`src/rtl/entry_seq_pkg.sv`:
```
// Shared types for the exception entry sequencer.
// Assumes an 8-bit data path and a 16-bit address space.
package entry_seq_pkg;

    localparam int unsigned DATA_W = 8;
    localparam int unsigned ADDR_W = 16;
    localparam int unsigned KIND_W = 3;

    // Status bit positions written onto the stack and updated on entry.
    localparam int unsigned BIT_IDIS = 2;
    localparam int unsigned BIT_DEC  = 3;
    localparam int unsigned BIT_BRK  = 4;

    typedef enum logic [KIND_W-1:0] {
        K_BRK   = 3'd0,
        K_HWINT = 3'd1,
        K_RESET = 3'd2,
        K_POWER = 3'd3,
        K_JAM   = 3'd4
    } entry_kind_e;

    typedef enum logic [3:0] {
        ST_IDLE,
        ST_DUMMY1,
        ST_DUMMY2,
        ST_PUSH_H,
        ST_PUSH_L,
        ST_PUSH_P,
        ST_SREAD1,
        ST_SREAD2,
        ST_SREAD3,
        ST_VEC_L,
        ST_VEC_H,
        ST_JAM1,
        ST_JAM2,
        ST_JAM3,
        ST_HALT
    } seq_state_e;

    function automatic logic is_reset_kind(input logic [KIND_W-1:0] k);
        return (k == K_RESET) || (k == K_POWER);
    endfunction

    function automatic logic is_valid_kind(input logic [KIND_W-1:0] k);
        return k <= K_JAM;
    endfunction

endpackage

```
`src/rtl/entry_seq_ctrl.sv`:
```
// Sequencing state machine: accepts a start, steps one bus cycle per state
// and records the entry kind and the non-maskable decision.
// Assumes start is a single-cycle pulse; starts while running are dropped.
module entry_seq_ctrl
    import entry_seq_pkg::*;
(
    input  logic               clk,
    input  logic               rst_n,
    input  logic               start,
    input  logic [KIND_W-1:0]  kind_in,
    input  logic               nmi_pend,
    output seq_state_e         state,
    output entry_kind_e        kind_q,
    output logic               nmi_q,
    output logic               accept,
    output logic               done_q
);

    seq_state_e state_nxt;

    // Start acceptance: idle takes any valid kind, halt only reset kinds.
    always_comb begin
        accept = 1'b0;
        if (start) begin
            if (state == ST_IDLE)
                accept = is_valid_kind(kind_in);
            else if (state == ST_HALT)
                accept = is_reset_kind(kind_in);
        end
    end

    // Next-state selection, one bus cycle per state.
    always_comb begin
        state_nxt = state;
        case (state)
            ST_IDLE, ST_HALT: begin
                if (accept) begin
                    case (kind_in)
                        K_BRK:   state_nxt = ST_PUSH_H;
                        K_JAM:   state_nxt = ST_JAM1;
                        default: state_nxt = ST_DUMMY1;
                    endcase
                end
            end
            ST_DUMMY1: state_nxt = ST_DUMMY2;
            ST_DUMMY2: state_nxt = is_reset_kind(kind_q) ? ST_SREAD1 : ST_PUSH_H;
            ST_PUSH_H: state_nxt = ST_PUSH_L;
            ST_PUSH_L: state_nxt = ST_PUSH_P;
            ST_PUSH_P: state_nxt = ST_VEC_L;
            ST_SREAD1: state_nxt = ST_SREAD2;
            ST_SREAD2: state_nxt = ST_SREAD3;
            ST_SREAD3: state_nxt = ST_VEC_L;
            ST_VEC_L:  state_nxt = ST_VEC_H;
            ST_VEC_H:  state_nxt = ST_IDLE;
            ST_JAM1:   state_nxt = ST_JAM2;
            ST_JAM2:   state_nxt = ST_JAM3;
            ST_JAM3:   state_nxt = ST_HALT;
            default:   state_nxt = ST_IDLE;
        endcase
    end

    // State, kind and vector-choice registers.
    always_ff @(posedge clk) begin
        if (!rst_n) begin
            state  <= ST_IDLE;
            kind_q <= K_BRK;
            nmi_q  <= 1'b0;
            done_q <= 1'b0;
        end else begin
            state  <= state_nxt;
            done_q <= (state == ST_VEC_H);
            if (accept) begin
                kind_q <= entry_kind_e'(kind_in);
                nmi_q  <= 1'b0;
            end else if (state == ST_PUSH_P) begin
                nmi_q <= (kind_q == K_HWINT) && nmi_pend;
            end
        end
    end

endmodule

```
`src/rtl/entry_seq_regs.sv`:
```
// Architectural copies of PC, stack pointer and status during an entry.
// Assumes data_in is valid in the vector read cycles.
module entry_seq_regs
    import entry_seq_pkg::*;
(
    input  logic               clk,
    input  logic               rst_n,
    input  logic               accept,
    input  logic [KIND_W-1:0]  kind_in,
    input  logic [ADDR_W-1:0]  pc_in,
    input  logic [DATA_W-1:0]  sp_in,
    input  logic [DATA_W-1:0]  status_in,
    input  logic               cmos_mode,
    input  logic [DATA_W-1:0]  data_in,
    input  seq_state_e         state,
    input  entry_kind_e        kind_q,
    output logic [ADDR_W-1:0]  pc_q,
    output logic [DATA_W-1:0]  sp_q,
    output logic [DATA_W-1:0]  p_q
);

    localparam int unsigned HALF = ADDR_W / 2;

    logic stack_step;

    // Every push and every reset stack read moves the pointer down.
    always_comb begin
        stack_step = (state == ST_PUSH_H) || (state == ST_PUSH_L) ||
                     (state == ST_PUSH_P) || (state == ST_SREAD1) ||
                     (state == ST_SREAD2) || (state == ST_SREAD3);
    end

    // Load on accept, then update from the stack steps and vector reads.
    always_ff @(posedge clk) begin
        if (!rst_n) begin
            pc_q <= '0;
            sp_q <= '0;
            p_q  <= '0;
        end else if (accept) begin
            pc_q <= pc_in + ((kind_in == K_BRK) ? ADDR_W'(1) : ADDR_W'(0));
            sp_q <= sp_in;
            p_q  <= status_in;
        end else begin
            if (stack_step)
                sp_q <= sp_q - DATA_W'(1);
            if (state == ST_VEC_L) begin
                pc_q[HALF-1:0]  <= data_in;
                p_q[BIT_IDIS]   <= 1'b1;
                if (is_reset_kind(kind_q) && cmos_mode)
                    p_q[BIT_DEC] <= 1'b0;
            end
            if (state == ST_VEC_H)
                pc_q[ADDR_W-1:HALF] <= data_in;
        end
    end

endmodule

```
`src/rtl/entry_seq_bus.sv`:
```
// Bus driver: turns the current state into address, direction and data,
// and picks the vector pair for the entry kind.
// Assumes vector bases are even so the high byte sits at base+1.
module entry_seq_bus
    import entry_seq_pkg::*;
#(
    parameter logic [DATA_W-1:0] STACK_PAGE = 8'h01,
    parameter logic [ADDR_W-1:0] NMI_VEC    = 16'hFFFA,
    parameter logic [ADDR_W-1:0] RST_VEC    = 16'hFFFC,
    parameter logic [ADDR_W-1:0] IRQ_VEC    = 16'hFFFE
) (
    input  seq_state_e         state,
    input  entry_kind_e        kind_q,
    input  logic               nmi_q,
    input  logic [ADDR_W-1:0]  pc_q,
    input  logic [DATA_W-1:0]  sp_q,
    input  logic [DATA_W-1:0]  p_q,
    output logic [ADDR_W-1:0]  addr,
    output logic               rw,
    output logic [DATA_W-1:0]  data_out,
    output logic               busy,
    output logic               jammed,
    output logic               poll,
    output logic               por_ack
);

    localparam int unsigned HALF = ADDR_W / 2;

    logic [ADDR_W-1:0] vec_base;
    logic [ADDR_W-1:0] stack_addr;
    logic [ADDR_W-1:0] halt_addr;

    // Vector base: reset kinds first, then the latched non-maskable choice.
    always_comb begin
        if (is_reset_kind(kind_q))
            vec_base = RST_VEC;
        else if (nmi_q)
            vec_base = NMI_VEC;
        else
            vec_base = IRQ_VEC;
        stack_addr = {STACK_PAGE, sp_q};
        halt_addr  = IRQ_VEC | ADDR_W'(1);
    end

    // Bus cycle contents per state.
    always_comb begin
        addr     = pc_q;
        rw       = 1'b1;
        data_out = '0;
        case (state)
            ST_DUMMY1, ST_DUMMY2: addr = pc_q;
            ST_PUSH_H: begin
                addr     = stack_addr;
                rw       = 1'b0;
                data_out = pc_q[ADDR_W-1:HALF];
            end
            ST_PUSH_L: begin
                addr     = stack_addr;
                rw       = 1'b0;
                data_out = pc_q[HALF-1:0];
            end
            ST_PUSH_P: begin
                addr     = stack_addr;
                rw       = 1'b0;
                data_out = p_q;
                data_out[BIT_BRK] = (kind_q == K_BRK);
            end
            ST_SREAD1, ST_SREAD2, ST_SREAD3: addr = stack_addr;
            ST_VEC_L: addr = vec_base;
            ST_VEC_H: addr = vec_base | ADDR_W'(1);
            ST_JAM1:  addr = halt_addr;
            ST_JAM2, ST_JAM3: addr = IRQ_VEC;
            ST_HALT:  addr = halt_addr;
            default:  addr = pc_q;
        endcase
    end

    // Status strobes seen by the core.
    always_comb begin
        busy    = (state != ST_IDLE);
        jammed  = (state == ST_HALT);
        poll    = (state == ST_VEC_L);
        por_ack = (state == ST_DUMMY1) && (kind_q == K_POWER);
    end

endmodule

```
`src/rtl/entry_sequencer.sv`:
```
// Top of the exception entry sequencer: break, interrupt, reset, power-on
// and jam bus sequences for an 8-bit core.
// Assumes the core holds off its own bus use while busy is high.
module entry_sequencer
    import entry_seq_pkg::*;
#(
    parameter logic [7:0]  STACK_PAGE = 8'h01,
    parameter logic [15:0] NMI_VEC    = 16'hFFFA,
    parameter logic [15:0] RST_VEC    = 16'hFFFC,
    parameter logic [15:0] IRQ_VEC    = 16'hFFFE
) (
    input  logic        clk,
    input  logic        rst_n,
    input  logic        start,
    input  logic [2:0]  kind_in,
    input  logic [15:0] pc_in,
    input  logic [7:0]  sp_in,
    input  logic [7:0]  status_in,
    input  logic        nmi_pend,
    input  logic        cmos_mode,
    input  logic [7:0]  data_in,
    output logic [15:0] addr,
    output logic        rw,
    output logic [7:0]  data_out,
    output logic        busy,
    output logic        done,
    output logic        jammed,
    output logic        poll,
    output logic        por_ack,
    output logic [15:0] pc_out,
    output logic [7:0]  sp_out,
    output logic [7:0]  status_out
);

    seq_state_e  state;
    entry_kind_e kind_q;
    logic        nmi_q;
    logic        accept;
    logic [ADDR_W-1:0] pc_q;
    logic [DATA_W-1:0] sp_q;
    logic [DATA_W-1:0] p_q;

    entry_seq_ctrl i_ctrl (
        .clk      (clk),
        .rst_n    (rst_n),
        .start    (start),
        .kind_in  (kind_in),
        .nmi_pend (nmi_pend),
        .state    (state),
        .kind_q   (kind_q),
        .nmi_q    (nmi_q),
        .accept   (accept),
        .done_q   (done)
    );

    entry_seq_regs i_regs (
        .clk       (clk),
        .rst_n     (rst_n),
        .accept    (accept),
        .kind_in   (kind_in),
        .pc_in     (pc_in),
        .sp_in     (sp_in),
        .status_in (status_in),
        .cmos_mode (cmos_mode),
        .data_in   (data_in),
        .state     (state),
        .kind_q    (kind_q),
        .pc_q      (pc_q),
        .sp_q      (sp_q),
        .p_q       (p_q)
    );

    entry_seq_bus #(
        .STACK_PAGE (STACK_PAGE),
        .NMI_VEC    (NMI_VEC),
        .RST_VEC    (RST_VEC),
        .IRQ_VEC    (IRQ_VEC)
    ) i_bus (
        .state    (state),
        .kind_q   (kind_q),
        .nmi_q    (nmi_q),
        .pc_q     (pc_q),
        .sp_q     (sp_q),
        .p_q      (p_q),
        .addr     (addr),
        .rw       (rw),
        .data_out (data_out),
        .busy     (busy),
        .jammed   (jammed),
        .poll     (poll),
        .por_ack  (por_ack)
    );

    // Architectural outputs follow the working registers.
    always_comb begin
        pc_out     = pc_q;
        sp_out     = sp_q;
        status_out = p_q;
    end

endmodule

```
`config.mk`:
```
export PLATFORM = sky130hd
export DESIGN_NAME = entry_sequencer
export DESIGN_NICKNAME = d
export VERILOG_FILES = /design/src/rtl/entry_seq_pkg.sv /design/src/rtl/entry_seq_ctrl.sv /design/src/rtl/entry_seq_regs.sv /design/src/rtl/entry_seq_bus.sv /design/src/rtl/entry_sequencer.sv
export SDC_FILE = /design/constraint.sdc
export NUM_CORES = 1
export LEC_CHECK = 0
export BUFFER_PORTS_ARGS = -buffer_cell sky130_fd_sc_hd__clkbuf_2
export CORE_MARGIN = 5
export CORE_UTILIZATION = 45
export DETAILED_ROUTE_END_ITERATION = 12
export GPL_ROUTABILITY_DRIVEN = 0
export PLACE_DENSITY_LB_ADDON = 0.25
export SLEW_MARGIN = 10
export SYNTH_ARGS = -nofsm -noshare
export SYNTH_HDL_FRONTEND = slang
export SYNTH_HIERARCHICAL = 1
export SYNTH_SLANG_ARGS = --single-unit
```
`constraint.sdc`:
```
create_clock -name clk -period 2.85 [get_ports clk]
set_input_delay 0.285 -clock clk [delete_from_list [all_inputs] [get_ports clk]]
set_output_delay 0.285 -clock clk [all_outputs]
set_load 0.02 [all_outputs]
```
==> results of run 1 <==
-- stage by stage --
stage | hold slack, ns | std cells | setup slack [ns] | utilization, % | total power [mW]
global route | 0.229 | 558 | 0.214 | 56.1 | 3.80
floorplan | 0.427 | 382 | 0.293 | - | 2.49
finish | 0.214 | 558 | 0.341 | 56.1 | 3.58
detailed placement | 0.487 | 550 | 0.543 | 54.3 | 3.07
CTS | 0.213 | 558 | 0.347 | 56.1 | 3.57
global placement | 0.477 | 550 | 0.637 | 54.3 | 3.03
-- power groups by stage --
stage	Clock [mW]	Combinational, mW	Sequential, mW
6_report	0.495	2.13	0.950
4_1_cts	0.505	2.13	0.942
3_5_place_dp	0	2.12	0.955
2_1_floorplan	0	1.44	1.05
5_1_grt	0.528	2.31	0.966
3_3_place_gp	0	2.08	0.952
-- Yosys cell counts (3+ instances only) --
master	n
o211ai_1	11
nand4_1	3
clkbuf_1	15
xnor2_1	11
nor4_1	6
nor2_1	19
a31oi_1	5
nand2_1	21
mux2_2	11
xor2_1	4
nor3_1	12
and3_1	6
nor4bb_1	5
o21ai_0	18
o221ai_1	3
o211a_1	4
nand2b_1	8
a222oi_1	8
mux2i_1	16
nand3_1	13
o22ai_1	3
nor2b_1	7
ha_1	3
a21o_1	8
a21oi_1	25
dfxtp_1	41
buf_6	3
a211oi_1	9
nor3b_1	5
a21o_2	3
buf_1	4
inv_1	25
buf_2	8
-- worst min path at each step --
stage	startpoint	end	slack, ns	cells after the start
CTS	status_in[3]	i_regs/p_q[3]	0.21	3
floorplan	kind_in[0]	i_ctrl/kind_q[0]	0.43	2
finish	status_in[3]	i_regs/p_q[3]	0.21	3
global placement	i_regs/p_q[4]	i_regs/p_q[4]	0.48	2
global route	status_in[3]	i_regs/p_q[3]	0.23	3
detailed placement	i_ctrl/kind_q[0]	i_ctrl/kind_q[0]	0.49	2
-- state kept, by name, indices dropped and copies added, names as in the netlist --
signal / flops
i_regs/p_q: 8
i_ctrl/done_q: 1
i_ctrl/kind_q: 3
i_regs/pc_q: 16
i_ctrl/nmi_q: 1
i_ctrl/state: 4
i_regs/sp_q: 8
-- worst max-delay path, stage by stage, from the launching register on --
cell and delay (ns):
dfxtp_1 0.35, buf_4 0.33, or4b_1 0.59, a21boi_4 0.24, o211ai_1 0.21, clkbuf_2 0.20
-- layer usage --
layer / global-route usage (%) / wire length [µm] / vias to the layer above
li1: - / - / 1621
met1: 29.0 / 4310 / 1542
met2: 35.8 / 4600 / 120
met3: 4.31 / 607 / 14
met4: 6.84 / 196 / 0
met5: 0 / 0 / -
-- layout make-up --
| cell class | instances | area, µm² |
|---|---|---|
| Tap cell | 80 | 100 |
| Inverter | 26 | 97.6 |
| Multi-Input combinational cell | 285 | 2020 |
| Clock buffer | 7 | 86.3 |
| Sequential cell | 41 | 821 |
| Fill cell | 597 | 2950 |
| Clock inverter | 1 | 30.0 |
| Timing Repair Buffer | 118 | 613 |
-- kinds of logic (layout without fill, tap and decap cells) --
family                   after synthesis  count (layout)  share of synthesized area, %
XOR/XNOR                              15              15                          4.26
flip-flops                            41              41                          26.6
AO/OA/AOI/OAI                        112             112                          26.0
buffers and inverters                 56             152                          7.88
AND/OR/NAND/NOR                      128             128                          24.8
adder cells (fa/ha/maj)                3               3                          1.22
multiplexers                          27              27                          9.22
==> impl.org, run 1 <==
** Floorplanning
- Initial Utilization :: 45.9%
- Standard cell core area :: approximately 6700 µm²
- Top Ports :: 110
- Die Footprint :: 8600 µm²
- X dimension of the die :: ~93 µm
- The die is between 90 and 100 µm tall.
- After floorplanning, the core was divided into 30 placement rows.

** Drt
- The first detailed-routing pass ran for 6 iterations.
- Antenna Violating Nets Remaining :: 0
- After detailed routing, the number of remaining DRC violations is 0.
- Via-per-instance ratio :: between 5 and 6
- The routed design has between 9000 and 10000 µm of wire.
- Detailed Route Iter0 Violations :: 292
- Vias post-DR :: around 3300
- Post-detailed-route wirelength per cell :: between 15 and 20 µm

** Synth
- Counting flops with an async set or reset pin after synthesis yields a share of 0%.
- Counting every net in the synthesized netlist gives around 430.
- Number of unique standard cell types used by synthesis :: 66
- Cell count after synthesis :: 382
- Most frequently used flop master after synthesis :: dfxtp_1
- Cell accounting for the most synthesized area :: dfxtp_1
- By area the synthesized netlist is led by dfxtp_1, mux2i_1, a21oi_1, mux2_2, xnor2_1.
- The average instance in the mapped netlist occupies 8.07 µm².
- Cell area after technology mapping :: 3080 µm²
- In this run, synthesis inferred 0 flip-flops with an integrated enable.
- After synthesis, flip-flops and latches occupy 26.6% of the total area.
- Share of the synthesized area in the top cell type :: roughly a quarter
- The Yosys step of the flow raised 6 warnings.
- Number of storage elements in the synthesis netlist :: 41

** Setup path
- Sort of element at the start of the critical path :: register
- Across all register-to-register paths, the minimum setup slack is 0.51 ns.
- STA puts the critical path data required time at between 2 and 3 ns.
- Critical path endpoint :: addr[6]
- Worst Setup SP :: i_ctrl/state[3]
- CP endpoint kind :: output port
- At the worst endpoint, the arrival time is 2.22 ns.
- The worst setup path is of the register to output port kind.
- Of all nets on the critical path, the largest fanout is 37.
- The worst register-to-register path ends at i_regs/sp_q[5].
- Reg2reg path depth :: 7
- The startpoint identified for the worst register-to-register timing path is i_ctrl/state[1].

** Cells and area
- Most used cells in the layout excluding fill and tap cells :: clkbuf_2, dfxtp_1, inv_1, a21oi_1, nand2_1
- Synth-to-Final Area Change :: 22.2%
- Fraction of final layout cells with drive strength greater than 1 :: about a third
- After the last flow step, the layout net total stands at between 500 and 600.
- The library cell used most frequently in the layout, excluding fill and tap cells, is clkbuf_2.
- The number of antenna diodes in the final layout is 0.
- With fillers left out, the area of the finished cells amounts to ~3800 µm².

** Pwr
- Peak supply drop :: 0.000512 V
- Sequential cells account for 26.5% of the total power.
- The analysis attributes to net switching a power of 1.74 mW.
- Combinational share of power :: 59.6%
- In this run the power density over the cells is 950 nW/µm².
- Power share of the clock group :: 13.8%
- In this run the static leakage power is 1.73 nW.
- The internal portion of the total power is 1.84 mW.
- Net switching is 48.6% of the power.

** Timing
- Setup repair after global routing missed its margin :: no
- Final hold violations :: 0
- Period Utilization, post-route :: 88.0%
- The smallest clock period supported by the final layout is computed as 2.51 ns.
- The number of pins exceeding their max-slew limit in the final report was 0.
- Largest clock skew in the final design :: 0.00428 ns
- Setup TNS :: 0 ns
- Setup violations remaining at the end of the flow were counted as 0.
- Derived from the worst setup path, the maximum achievable clock frequency is 399 MHz.
- The worst pin sits at a relative slew slack of 50.6%.
- Worst-Margin Slew :: about 0.74 ns

** CTS
- TritonCTS created 5 clock buffers.
- Clock-pin slew on the worst setup and hold paths :: 0.08 ns
- Counting along the longest clock path gives a buffer depth of 2.
- Number of buffers inserted to repair setup after CTS :: 0
- Number of buffers added to fix hold violations after cts :: 0
- CTS tree :: built
- Clk sink count :: 41
- At the later pin of the worst-skew pair, clock insertion delay measures about 0.30 ns.
- In this run the clock root is driven by a clkbuf_8.
- Maximum level of the CTS H-tree :: 2
- Count of cells resized by post-cts repair :: 0

** Hold path
- HP Class :: input port to register

** Run
- Max-cap violations in this run came to 0.

** Status
- The flow ran to the end, and the final reports show no timing, DRC or antenna violations.

** Global route
- Entering global routing, the biggest net connects 48 pins.
- Initial antenna violation count :: 0
- The number of global-route vias before repair came to 3058.
- Sum of overflow across all layers after global routing :: 0
- Tot GR Track Use :: 21.9%
- Wire length of the first global-routing pass :: between 15000 and 20000 µm

** Placement
- HPWL after DPL :: approximately 7200 µm
- Once placement finished, the instance area stood at between 3000 and 4000 µm².
- Port buffering added 109 buffers.
No activity file was read; power rests on OpenSTA's default activity.
==> inputs of run 2 (changes only) <==
==> constraint.sdc (replaced) <==
create_clock -name clk -period 2.85 [get_ports clk]
set_input_delay 0.7125 -clock clk [delete_from_list [all_inputs] [get_ports clk]]
set_output_delay 0.7125 -clock clk [all_outputs]
set_load 0.02 [all_outputs]
==> run 2 against run 1 <==
  * Non-clock buffer count up 4
  * Total power increased by 4.5%
  * Final cell count increased by 0.72%
  * Sequential share of layout area shrank 0.48 points
  * Sequential power grew 3.4%
  * Sequential cell count stayed put
  * Design area grew 2.4%
  * Die area unchanged
  * Setup slack got worse by 0.23 ns
  * Via count hardly changed
==> impl.org, run 2 (synthesized netlist as in run 1, its figures left out) <==
** Status
- The run finished with clean final reports.

** Cells and area
- The final cell count without fillers came to 562 (+0.72%).
- Fraction of final layout cells with drive strength greater than 1 :: 33.8% (+1.4 points)
- The largest registers in the layout are i_regs/pc_q (16), i_regs/p_q (8), i_regs/sp_q (8).
- Nets@finish :: 532 (+0.76%)
- Leaving out fill and tap cells, the most frequent cell in the layout is clkbuf_2.
- The library cells used most frequently in the layout, excluding fill and tap cells, are clkbuf_2, dfxtp_1, inv_1, a21oi_1, nand2_1.
- The area occupied by multi-input gates is 2050 µm² (+1.4%).
- The number of filler cells placed in the layout was 616 (+3.2%).
- Antenna cells :: 0 (unchanged)
- Largest register FFs :: 16 (unchanged)
- Compared with the post-synthesis result, the final layout area differs by 25.2%.
- The register with the most flip-flops in the final layout is i_regs/pc_q.
- Combined flip-flop and latch cell area :: 822 µm² (+0.15%)

** Pwr
- The switching portion of total power is 47.9% (-0.76 points).
- Power share of the clock group :: 15.6% (+1.8 points)
- Switching power total :: 1.79 mW (+2.9%)
- Combinational share of power :: 58.1% (-1.5 points)
- The power share of the sequential group is 26.3% (-0.2 points).
- Static leakage :: 1.77 nW (+2.3%)
- Peak supply drop :: 0.000476 V (-7.0%)
- The overall power was 3.74 mW (+4.5%).
- Power density over the cells :: 969 nW/µm² (+2.0%)
- The internal power came to 1.95 mW (+6.1%).

** Timing
- The upper clock frequency limit came to 365 MHz (-8.4%).
- The final number of hold-violating endpoints is 0 (unchanged).
- The worst clock skew was 0.0135 ns (+0.00921 ns).
- Worst-Margin Slew :: 0.645 ns (-0.0947 ns)
- The final period utilization is 96.1% (+8.1 points).
- Max-slew violation count :: 0 (unchanged)
- The shortest clock period the worst path allows after layout is 2.74 ns (+0.230 ns).
- Max_slew headroom :: 56.9% (+6.3 points)
- Setup repair after global routing missed its margin :: no
- The total negative slack is 0 ns (unchanged).
- The count of final setup violators was 0 (unchanged).

** Global route
- The overall overflow remaining after global route is 0 (unchanged).
- The number of global-route vias before repair came to 2990 (-2.2%).
- Wire length of the first global-routing pass :: 15400 µm (+1.8%)
- Initial antenna violation count :: 0 (unchanged)
- The largest net degree at the start of global routing is 38 (-21%).
- The global-route total usage across every layer came to 22.1% (+0.19 points).

** Setup path
- Maximum net fanout on the critical path :: 37 (unchanged)
- CP endpoint kind :: output port
- The most critical setup path has its startpoint at i_ctrl/state[2].
- Worst path arrival time :: 2.03 ns (-0.19 ns)
- In this run the critical register-to-register path is launched from i_ctrl/state[3].
- The data required time of the critical path came to 2.14 ns (-0.43 ns).
- Worst setup path category :: register to output port
- Sort of element at the start of the critical path :: register

** Drt
- DR DRC count :: 0 (unchanged)
- The detailed-routing iteration count for the pre-antenna-repair pass came to 8 (+2).
- Antenna Violating Nets Remaining :: 0 (unchanged)
- Via-per-instance ratio :: 5.87 (-0.62%)
- Detailed Route Iter0 Violations :: 250 (-14%)
- Vias post-DR :: 3300 (+0.091%)
- The final wirelength is 9760 µm (+0.58%).
- Post-detailed-route wirelength per cell :: 17.4 µm (-0.14%)

** CTS
- Clk sink count :: 41 (unchanged)
- Number of buffers added to fix hold violations after cts :: 0 (unchanged)
- TritonCTS built the clock tree.
- Total clock buffers created by CTS :: 5 (unchanged)
- The clock-pin slew on the worst setup and hold paths is 0.09 ns (about the same).
- Clock insertion delay at the later pin of the skew report :: 0.31 ns (about the same)
- The H-tree level count is 2 (unchanged).
- The cell sitting at the root of the clock tree is a clkbuf_8.
- The number of buffers between clock root and the deepest sink came to 2 (unchanged).

** Placement
- The half-perimeter wire length after detailed placement was 7260 µm (+0.53%).
- I/O Buffers :: 109 (unchanged)
- The count of placed standard cells including taps was 551 (+0.18%).

** Floorplanning
- Die Footprint :: 8600 µm² (unchanged)
- Standard-cell row count :: 30 (unchanged)
- X dimension of the die :: 92.8 µm (unchanged)
- The floorplan die height was 92.8 µm (unchanged).
- The number of placed I/O pins came to 110 (unchanged).
- Initial Utilization :: 45.9% (unchanged)
- Standard cell core area :: 6720 µm² (unchanged)

** Hold path
- HP Class :: register to register
- Launch point of the worst hold path :: i_ctrl/kind_q[0]

** Run
- Maximum Capacitance Violations :: 0 (unchanged)
run 2: cell types whose count changed in the layout (fill, tap and decap cells not counted), sizes merged:
cell	delta
buf	+5
bufinv	+1
clkbuf	-3
inv	+1
run 2: layout make-up:
type                    count  area share (%)
repair buffers            122            17.0
clock buffers               5            1.78
clock inverters             3            1.78
well taps                  80            2.59
inverters                  26            2.53
multi-input cells         285            53.0
flip-flops and latches     41            21.3
run 2: path summary, 6_finish.rpt:
check / to / slack [ns] / cells past startpoint
setup / recovery: addr[4] / 0.11 / 5
hold / removal: i_ctrl/kind_q[0] / 0.50 / 2
setup reg to reg: i_regs/sp_q[5] / 0.37 / 8
hold reg to reg: i_ctrl/kind_q[0] / 0.50 / 2
run 2: stage by stage:
| stage | utilization, % | setup slack, ns | instance area, µm² | hold slack, ns |
|---|---|---|---|---|
| 6_report | 57.4 | 0.111 | 3860 | 0.497 |
| 5_1_grt | 57.4 | 0.0391 | 3860 | 0.556 |
| 4_1_cts | 56.8 | 0.0299 | 3810 | 0.495 |
| 3_5_place_dp | 54.4 | 0.0178 | 3660 | 0.483 |
| 3_3_place_gp | 54.4 | 0.0769 | 3660 | 0.475 |
| 2_1_floorplan | - | 0.214 | 3080 | 0.452 |
run 2: worst max-delay path, stage by stage, from the launching register on:
cell      delay (ns)
dfxtp_1         0.34
buf_6           0.19
or4b_4          0.55
a21boi_4        0.21
o211ai_1        0.22
clkbuf_2        0.21
run 2: what timing repair did:
item / 4_1_cts / 5_1_grt
endpoints found under the setup margin: 12 / 15
resized for setup: 4 / 5
pin swaps: 0 / 1
cloned: 0 / 0
buffers inserted: 0 / 3
run 2: power groups by stage:
stage | Sequential, mW | Combinational, mW | Clock, mW
4_1_cts | 0.973 | 2.14 | 0.589
3_3_place_gp | 0.968 | 2.08 | 0
2_1_floorplan | 1.05 | 1.44 | 0
6_report | 0.982 | 2.17 | 0.585
3_5_place_dp | 0.975 | 2.12 | 0
5_1_grt | 1.01 | 2.35 | 0.619
run 2: layer usage:
layer  vias to the layer above  wire (µm)  GRT usage [%]
met5                         -          0              0
met4                         0        203           6.96
met3                        22        630           4.14
met2                       144       4570           37.0
met1                      1504       4360           28.6
li1                       1630          -              -
